$ cat config.mk
export PLATFORM = sky130hd
export DESIGN_NAME = pcm_code_fmt
export DESIGN_NICKNAME = d
export VERILOG_FILES = /design/src/rtl/pcm_code_fmt.sv
export SDC_FILE = /design/constraint.sdc
export NUM_CORES = 1
export LEC_CHECK = 0
export ABC_AREA = 1
export BUFFER_PORTS_ARGS = -buffer_cell sky130_fd_sc_hd__buf_2
export CORE_UTILIZATION = 25
export CTS_CLUSTER_DIAMETER = 40
export DETAILED_ROUTE_END_ITERATION = 12
export PLACE_DENSITY = 0.44
export SLEW_MARGIN = 5
export SYNTH_ARGS = -nofsm -noshare
export SYNTH_HDL_FRONTEND = slang
export SYNTH_SLANG_ARGS = --single-unit
$ cat constraint.sdc
create_clock -name clk -period 7.9 [get_ports clk]
set_clock_uncertainty 0.05 [all_clocks]
set_input_delay 0.79 -clock clk [delete_from_list [all_inputs] [get_ports clk]]
set_output_delay 0.79 -clock clk [all_outputs]
set_load 0.01 [all_outputs]
$ cat src/rtl/pcm_code_fmt.sv
module pcm_code_fmt #(
  parameter int LinW    = 14,
  parameter int MuBias  = 33,
  parameter int MuClip  = 8158,
  parameter int AClip   = 4095
) (
  input  logic            clk,
  input  logic            rst_n,
  input  logic            law,
  input  logic [1:0]      fmt,
  input  logic            enc_valid_i,
  input  logic [LinW-1:0] enc_sample_i,
  output logic            enc_valid_o,
  output logic [7:0]      enc_code_o,
  input  logic            dec_valid_i,
  input  logic [7:0]      dec_code_i,
  output logic            dec_valid_o,
  output logic [LinW-1:0] dec_sample_o
);

  logic [7:0] mask;
  always_comb begin
    case (fmt)
      2'd1:    mask = 8'h7F;
      2'd2:    mask = 8'h55;
      default: mask = 8'h00;
    endcase
  end

  // encode
  logic [LinW-1:0] x, mag, clipd, biased;
  logic            neg;
  logic [2:0]      e_chord;
  logic [3:0]      e_step;
  logic [LinW-1:0] e_shift;

  assign x      = law ? {enc_sample_i[LinW-2], enc_sample_i[LinW-2:0]} : enc_sample_i;
  assign neg    = x[LinW-1];
  assign mag    = neg ? (~x + 1'b1) : x;
  assign clipd  = law ? ((mag > LinW'(AClip)) ? LinW'(AClip) : mag)
                      : ((mag > LinW'(MuClip)) ? LinW'(MuClip) : mag);
  assign biased = law ? clipd : clipd + LinW'(MuBias);

  always_comb begin
    e_chord = 3'd0;
    for (int i = 5; i < 13; i++) begin
      if (law) begin
        if (i < 12 && biased[i]) e_chord = 3'(i - 4);
      end else begin
        if (biased[i]) e_chord = 3'(i - 5);
      end
    end
    if (law) e_shift = biased >> ((e_chord == 3'd0) ? 4'd1 : {1'b0, e_chord});
    else     e_shift = biased >> ({1'b0, e_chord} + 4'd1);
    e_step = e_shift[3:0];
  end

  // decode
  logic [7:0]      plain;
  logic [LinW-1:0] base, d_mag, d_val;
  assign plain = dec_code_i ^ mask;
  assign base  = LinW'({plain[3:0], 1'b1}) + LinW'(32);

  always_comb begin
    if (law) d_mag = (plain[6:4] == 3'd0) ? LinW'({plain[3:0], 1'b1})
                                          : (base << (plain[6:4] - 3'd1));
    else     d_mag = (base << plain[6:4]) - LinW'(MuBias);
    d_val = plain[7] ? d_mag : (~d_mag + 1'b1);
  end

  always_ff @(posedge clk) begin
    if (!rst_n) begin
      enc_valid_o  <= 1'b0;
      enc_code_o   <= '0;
      dec_valid_o  <= 1'b0;
      dec_sample_o <= '0;
    end else begin
      enc_valid_o <= enc_valid_i;
      dec_valid_o <= dec_valid_i;
      if (enc_valid_i) enc_code_o <= {~neg, e_chord, e_step} ^ mask;
      if (dec_valid_i) dec_sample_o <= d_val;
    end
  end

  assert_enc_latency_R9: assert property (@(posedge clk) disable iff (!rst_n)
    enc_valid_i |=> enc_valid_o);
  assert_dec_latency_R9: assert property (@(posedge clk) disable iff (!rst_n)
    !dec_valid_i |=> !dec_valid_o);
  assert_enc_hold_R9: assert property (@(posedge clk) disable iff (!rst_n)
    !enc_valid_i |=> $stable(enc_code_o));
  assert_dec_hold_R9: assert property (@(posedge clk) disable iff (!rst_n)
    !dec_valid_i |=> $stable(dec_sample_o));
  assert_mu_range_R7: assert property (@(posedge clk) disable iff (!rst_n)
    (dec_valid_i && !law) |=> ($signed(dec_sample_o) <= 14'sd8031 && $signed(dec_sample_o) >= -14'sd8031));
  assert_a_range_R8: assert property (@(posedge clk) disable iff (!rst_n)
    (dec_valid_i && law) |=> ($signed(dec_sample_o) <= 14'sd4032 && $signed(dec_sample_o) >= -14'sd4032));
  assert_mu_fullscale_R5: assert property (@(posedge clk) disable iff (!rst_n)
    (enc_valid_i && !law && fmt == 2'd0 && enc_sample_i == 14'h1FFF) |=> enc_code_o == 8'hFF);

endmodule

==> impl_metrics.json <==
{
  "cp-start-kind": "input pin",
  "track_usage_pct": 14.9,
  "yosys_register_bits": 24,
  "synth_warnings": 0,
  "relSlewSlack_pct": 41.5,
  "io_buffer_count": 52,
  "viasPerCell": 4.71,
  "initial_core_util_pct": 26.0,
  "grt_first_pass_wirelength_um": 18000,
  "seq_area_sq_um": 480,
  "syn_area_sq_um": 3500,
  "finalCritPeriodShare_pct": 63.7,
  "wl_per_cell_um": 12.2,
  "hold_viol": 0,
  "max_freq_mhz": 199,
  "path_common_cell": "nand2_1",
  "dr.pass1.iters": 4,
  "syn_avg_cell_area_sq_um": 5.42,
  "vias": 4056,
  "grt_setup_unrepaired": "no",
  "grt_pass1_vias": 3867,
  "final_nets": 726,
  "fin_tns_setup_ns": 0,
  "gp_congestion": 0.858,
  "layout_common_cells": "nand2_1, inv_1, nor2_1",
  "crit_path_end_kind": "register",
  "cts_buffers": 3,
  "cts.sinks": 24,
  "power_leakage_nw": 2.16,
  "clock_path_buffers": 2,
  "post-route-min-period_ns": 5.03,
  "dp_hpwl_um": 8560,
  "crit_fanout": 36,
  "setup_viol_count_final": 0,
  "cp_data_required_time_ns": 8.00,
  "netlist_instances": 646,
  "use_met3_pct": 1.56,
  "post_cts_resized": 0,
  "first_iter_violations": 178,
  "grt_use_met1_pct": 18.2,
  "diodes": 0,
  "arrival_ns": 5.13,
  "final_common_cell": "nand2_1",
  "cts_tree": "built",
  "synth-edff-count": 0,
  "vdd_drop_max_mv": 0.0828,
  "antenna_found_initial": 0,
  "ys_types": 40,
  "cts_hold_buf": 0,
  "row_count": 42,
  "drc_errors": 0,
  "multi_input_comb_area_sq_um": 2570,
  "clock-root-buffer": "clkbuf_16",
  "tightest_slew_ns": 0.871,
  "nFillCells": 1555,
  "p_per_area_nw_per_um2": 162,
  "synthArstFlopShare_pct": 0,
  "outcome": "finished, final reports clean",
  "hold_path_class": "register to register",
  "cts_htree_levels": 1,
  "dominantRegCellSynth": "dfxtp_1",
  "drive_above_1_share_pct": 13.7,
  "post-cts-setup-buffers": 0,
  "grt_max_degree": 37,
  "grt.overflow.total": 0,
  "routed_wl_um": 10500,
  "clk_pin_slew_ns": 0.06,
  "max_stage_delay_ns": 0.53,
  "critPathKind": "input pin to register",
  "fp.coreArea_sq_um": 13500,
  "syn_nets": 686,
  "drv_cap": 0,
  "die_h_um": 120,
  "slowest_stage": "inv_2",
  "die_x_um": 120,
  "dieArea_sq_um": 14500,
  "maxSlewViolCount": 0,
  "io_pins": 53,
  "holdWs_ns": 0.428,
  "insertion_delay_ns": 0.25,
  "seq_area_frac_synth_pct": 13.7,
  "areaGrowthSynthToFinish_pct": 13.9,
  "use_met2_pct": 28.1,
  "antenna_left": 0,
  "busiest_layer": "met2"
}
==> metrics by stage <==
stage	instances	total power [mW]	instance area [sq um]	util (%)	setup WS, ns
CTS	861	0.651	3990	29.6	2.84
detailed placement	857	0.528	3900	29.0	2.56
floorplan	646	0.433	3500	-	3.78
finish	861	0.647	3990	29.6	2.87
global route	861	0.714	3990	29.6	2.27
global placement	857	0.532	3900	29.0	2.54
==> cells by family after synthesis <==
group	Yosys count	share of synthesized area [%]
mux	1	0.286
buf+inv	114	12.8
compound gates	99	16.2
simple gates	376	47.2
fa+ha+maj	11	3.93
xor+xnor	21	5.90
flops	24	13.7
==> cells in the mapped netlist, types with 3 or more instances <==
cell / count / area [sq um]
nand2_4: 4 / 45.0
nand2_1: 185 / 694
o21ai_0: 36 / 180
nand4_1: 9 / 56.3
nor2_1: 76 / 285
dfxtp_1: 24 / 480
buf_2: 3 / 15.0
nand3_2: 4 / 40.0
clkbuf_1: 9 / 33.8
xnor2_1: 6 / 52.6
inv_2: 12 / 45.0
nor3_1: 10 / 50.1
a31oi_1: 7 / 43.8
o221ai_1: 7 / 61.3
o21ai_1: 9 / 45.0
a21oi_1: 27 / 135
nand2_2: 7 / 43.8
nand3_1: 70 / 350
xor2_2: 3 / 48.8
buf_1: 3 / 11.3
o211ai_1: 5 / 37.5
xor2_1: 12 / 105
inv_1: 85 / 319
ha_1: 11 / 138
==> state kept, by name, summed over array words and instances, names as in the netlist <==
register      cells
dec_valid_o       1
enc_valid_o       1
dec_sample_o     14
enc_code_o        8
==> critical path, delay by kind of cell <==
| family | cells | cell delay, ns |
|---|---|---|
| AND/OR/NAND/NOR | 23 | 2.81 |
| buffers and inverters | 5 | 0.93 |
| adder cells (fa/ha/maj) | 1 | 0.21 |
| XOR/XNOR | 1 | 0.21 |
| AO/OA/AOI/OAI | 1 | 0.15 |
==> power breakdown <==
part	switching [mW]	leakage, nW	internal [mW]	total, mW
Combinational	0.261	1.92	0.126	0.387
Clock	0.0422	0.0442	0.0773	0.120
Sequential	0.00639	0.200	0.134	0.141
Total	0.309	2.16	0.338	0.647
==> worst paths after layout <==
| kind | from | end | slack, ns | cells past startpoint |
|---|---|---|---|---|
| worst min-delay path | dec_sample_o[1]$_SDFFE_PN0P_ | dec_sample_o[1]$_SDFFE_PN0P_ | 0.43 | 2 |
| worst min register to register | dec_sample_o[1]$_SDFFE_PN0P_ | dec_sample_o[1]$_SDFFE_PN0P_ | 0.43 | 2 |
| worst max-delay path | law | enc_code_o[0]$_SDFFE_PN0P_ | 2.87 | 31 |
| worst max register to register | enc_code_o[6]$_SDFFE_PN0P_ | enc_code_o[6]$_SDFFE_PN0P_ | 7.15 | 2 |
==> area by class of cell <==
class	count	share of cell area (%)
Tap cell	176	5.52
Inverter	97	9.13
Timing Repair Buffer	52	6.53
Sequential cell	24	12.0
Clock buffer	4	2.23
Multi-Input combinational cell	508	64.5
==> layer usage <==
| metal | vias to the layer above | share of wire (%) |
|---|---|---|
| met2 | 59 | 51 |
| li1 | 2166 | - |
| met1 | 1819 | 46 |
| met5 | - | 0 |
| met4 | 0 | 1.0 |
| met3 | 12 | 2.4 |
(Power assumes the default switching activity.)
